### src/rtl/align_chk_pkg.sv
package align_chk_pkg;
  localparam int MAX_BYTES = 8;
  localparam int LOW_W     = $clog2(MAX_BYTES);

  localparam logic [1:0] SZ_BYTE = 2'd0;
  localparam logic [1:0] SZ_HALF = 2'd1;
  localparam logic [1:0] SZ_WORD = 2'd2;
  localparam logic [1:0] SZ_DBL  = 2'd3;

  typedef enum logic [1:0] {
    VD_ALLOW   = 2'd0,
    VD_UNALIGN = 2'd1,
    VD_FAULT   = 2'd2
  } verdict_e;

  typedef enum logic [2:0] {
    CS_NONE    = 3'd0,
    CS_UNAL_OK = 3'd1,
    CS_ALIGN   = 3'd2,
    CS_EXCL    = 3'd3,
    CS_UNPRED  = 3'd4
  } cause_e;

  typedef struct packed {
    verdict_e verdict;
    logic     unpred;
    cause_e   cause;
  } result_t;
endpackage

### src/rtl/align_chk_decode.sv
module align_chk_decode
  import align_chk_pkg::*;
(
  input  logic [LOW_W-1:0] addr_lo_i,
  input  logic [1:0]       size_i,
  input  logic             excl_i,
  input  logic             mode_u_i,
  input  logic             strict_a_i,
  output result_t          res_o
);
  logic [LOW_W-1:0] size_mask;
  logic             mis;

  // mask of address bits that must be zero for natural alignment
  always_comb begin
    size_mask = '0;
    for (int b = 0; b < LOW_W; b++) begin
      size_mask[b] = (b < int'(size_i));
    end
  end

  assign mis = |(addr_lo_i & size_mask);

  always_comb begin
    res_o = '{verdict: VD_ALLOW, unpred: 1'b0, cause: CS_NONE};
    if (mis) begin
      if (excl_i) begin
        res_o.verdict = VD_FAULT;
        res_o.cause   = CS_EXCL;
      end else if (size_i == SZ_DBL) begin
        if (strict_a_i) begin
          res_o.verdict = VD_FAULT;
          res_o.cause   = CS_ALIGN;
        end else begin
          res_o.unpred = 1'b1;
          res_o.cause  = CS_UNPRED;
        end
      end else if (mode_u_i) begin
        res_o.verdict = VD_UNALIGN;
        res_o.cause   = CS_UNAL_OK;
      end else if (strict_a_i) begin
        res_o.verdict = VD_FAULT;
        res_o.cause   = CS_ALIGN;
      end
    end
  end
endmodule

### config.mk
export PLATFORM = sky130hd
export DESIGN_NAME = align_chk_decode
export DESIGN_NICKNAME = d
export VERILOG_FILES = /design/src/rtl/align_chk_pkg.sv /design/src/rtl/align_chk_decode.sv
export SDC_FILE = /design/constraint.sdc
export NUM_CORES = 1
export LEC_CHECK = 0
export CAP_MARGIN = 5
export CORE_AREA = 2 2 39 41
export DETAILED_ROUTE_END_ITERATION = 10
export DIE_AREA = 0 0 41 43
export GPL_TIMING_DRIVEN = 0
export PLACE_DENSITY = 0.3
export SKIP_LAST_GASP = 1
export SYNTH_ARGS = -nofsm -noshare
export SYNTH_HDL_FRONTEND = slang
export SYNTH_SLANG_ARGS = --single-unit
### constraint.sdc
create_clock -name vclk -period 1.94
set_input_delay 0.388 -clock vclk [all_inputs]
set_output_delay 0.388 -clock vclk [all_outputs]
set_load 0.05 [all_outputs]
# Yosys cells after proc, flatten, opt, wreduce, memory -nomap -nowiden
# Index checks and enable logic that the tools add are counted.
# W data, S select, Z words.
[classes]
muxes = 13
n_lt_le_gt_ge = 3
n_reduce_logical = 1
n_div = 0
addsub = 0
multipliers = 0
n_eq_ne = 1
shift = 0
bitwise_logic = 1
[op_table]
columns = ["cell", "n"]
rows = [
  ["$mux W2", 6],
  ["$mux W3", 3],
  ["$mux W6", 1],
  ["$lt A1 B2 Y1 const A", 2],
  ["$and A3 B3 Y3", 1],
  ["$mux W1", 3],
  ["$reduce_or A3 Y1", 1],
  ["$eq A2 B2 Y1 const B", 1],
  ["$lt A2 B2 Y1 const A", 1],
]
[totals]
out_inout_bits = 6
word_cells = 19
memories = 0
mem_bits_rw = 0
rom_bits = 0
reg_bits = 0
latchBits = 0

# Depth between registers and ports, before layout
[depth]
ltp_word = 5
mapped_depth = 4
ltp_nobuf = 3

# Least setup slack after synthesis
# Ideal clock, no wire load.
[synth_timing]
path_kind = "input -> output"
start = "input addr_lo_i[2]"
end = "output res_o[3] (netlist name)"
arrival_time_ns = 1.894
n_path_buf = 1
slack_ns = -0.342
path_stages = 4
required_time_ns = 1.552
cell_sequence = "a21o_2 > a21oi_2 > nor4_2 > buf_4"
[synth_lines]
columns = ["item", "line", "text"]
rows = [
  ["start, declared", "align_chk_decode.sv:4", "input logic [LOW_W-1:0] addr_lo_i,"],
  ["end, declared", "align_chk_decode.sv:9", "output result_t res_o"],
]

==> key figures <==
Worst setup path
  • Worst Setup Start Kind: primary input
  • CP Max Fanout: 4
  • Critical Path AT: 1490 ps
  • Crit path required time: 1550 ps
  • CP endpoint kind: output pin
  • Critical path class: primary input to output pin

Floorplan
  • Full die area: 1760 um2
  • Vert. Die Dim: 43 um
  • Rows: 14
  • Starting density of the core: 6.42%
  • Core area: 1380 um2
  • Die Span X: 41 um
  • IO Count: 14

Yosys
  • Mapped Cells: 13
  • Synth cell count leaders: 2 x a21oi_1, 2 x buf_4, 2 x nor2_1
  • Syn_area_per_cell: 6.83 um2
  • Sequential area share after synthesis: 0%
  • Top cells by area, synth: buf_4 17%, nor4_2 14%, a21bo_2 11%
  • Syn. warnings: 0
  • Post-synth top area share: 16.9%
  • Synth cell types: 10
  • Syn Std Cell Area: 88.8 um2
  • Post-synth top area cell: buf_4
  • Syn_nets: 21

Pwr
  • Pleak: 0.118 nW
  • Power Dens Cells: 314 nW/um2
  • Maximum VDD drop: 0.110 mV

Cells and area
  • Final Net Count: 36
  • CLK BUF: 0
  • Layout Cells excl Fill: 42
  • Design Area, Final: 268 um2
  • Antenna diodes: 0
  • Filler cells: 164
  • Area Overhead vs Synth: 201%
  • Register area: 0 um2
  • FFs & Latches: 0
  • Layout cell share with drive strength beyond 1: 53.8%
  • Final core occ: 19.3%

Timing
  • Max Clk Rate: 0.533 GHz
  • Final Critical Period: 1880 ps
  • Final period util: 96.7%
  • Count of final setup violators: 0
  • RSZ-0062 raised after global routing: true
  • Final Hold Fails: 0
  • Slew headroom: 80.1%
  • TNS Setup: 0 ps
  • Worst slew pin tran: 297 ps
  • Max-slew violations: 0
  • Setup ws final: 64.7 ps

Job
  • Max-Cap Viols: 0

Placed design
  • Hpwl dp: 345 um
  • Area after DPL: 265 um2
  • Place WS: -804 ps
  • Routability cong.: 0.594
  • Placed Cells: 43
  • Port bufs: 14

Route
  • Antenna Violating Nets Remaining: 0
  • Routed vias/inst: 3.40
  • Vias: 143
  • Drt initial violations: 0
  • Routed WL per cell: 9.98 um
  • Total Wirelength: 419 um
  • DRT Pass-1 Iters: 1
  • Drt drc: 0

Global routing
  • Initial antenna violation count: 0
  • Pin count of the biggest net entering global routing: 5
  • Total GRT Usage: 4.50%
  • GRT Residual Overflow: 0
  • First-pass GRT wire length: 558 um
  • Number of global-route vias before repair: 142

Run status
  • Status: complete, no violations

Clocking
  • Hold buffers post-CTS: 0
  • Post-CTS Setup Inserts: 0

Min path
  • Hold Path Class: primary input to output pin
[cells by family after synthesis]
group | Yosys count | share of synthesized area (%)
AOI/OAI and AO/OA | 6 | 50.7
buffers and inverters | 2 | 16.9
and+or+nand+nor | 5 | 32.4
[critical path, stage by stage]
cell	delay [ps]
clkdlybuf4s50_1	510
nor4_4	370
buf_6	210
[per-stage QoR]
| step | power, mW | hold WS [ps] |
|---|---|---|
| finish | 0.0842 | 1400 |
| global placement | 0.0854 | 2070 |
| detailed placement | 0.0851 | 2070 |
| CTS | 0.0848 | 1410 |
| global route | 0.0889 | 1440 |
| floorplan | 0.0477 | 845 |
[per-layer routing]
metal	GRT usage (%)	vias to the layer above	share of wire, %
li1	-	72	-
met1	6.33	57	43
met2	7.81	14	41
met3	0	0	16
met4	0	0	0
met5	0	-	0
[repair_timing]
item / CTS / global route
resized for setup: 45 / 2
pin swaps: 6 / 3
setup endpoints to repair: 6 / 4
[final cells by class]
type | instances | area [um2] | share of cell area (%)
buffer | 1 | 7.51 | 2.80
multi-input combinational | 11 | 108 | 40.2
timing repair buffer | 14 | 133 | 49.5
tap | 16 | 20.0 | 7.48
[placed cells by master (no fill, tap or decap), types with 2 or more instances in the layout]
master / n
clkdlybuf4s50_1: 2
buf_2: 3
dlygate4sd2_1: 5
buf_8: 2
[where the power goes]
group	total [mW]	internal (mW)	switching, mW
Sequential	0	0	0
Combinational	0.0842	0.0331	0.0511
Clock	0	0	0
Total	0.0842	0.0331	0.0511
[final timing paths]
path	slack [ps]	start	cells after the start	end
worst min-delay path	1400	mode_u_i	4	res_o[0]
worst max-delay path	60	excl_i	3	res_o[2]
Power figures use the tool's default switching activity.
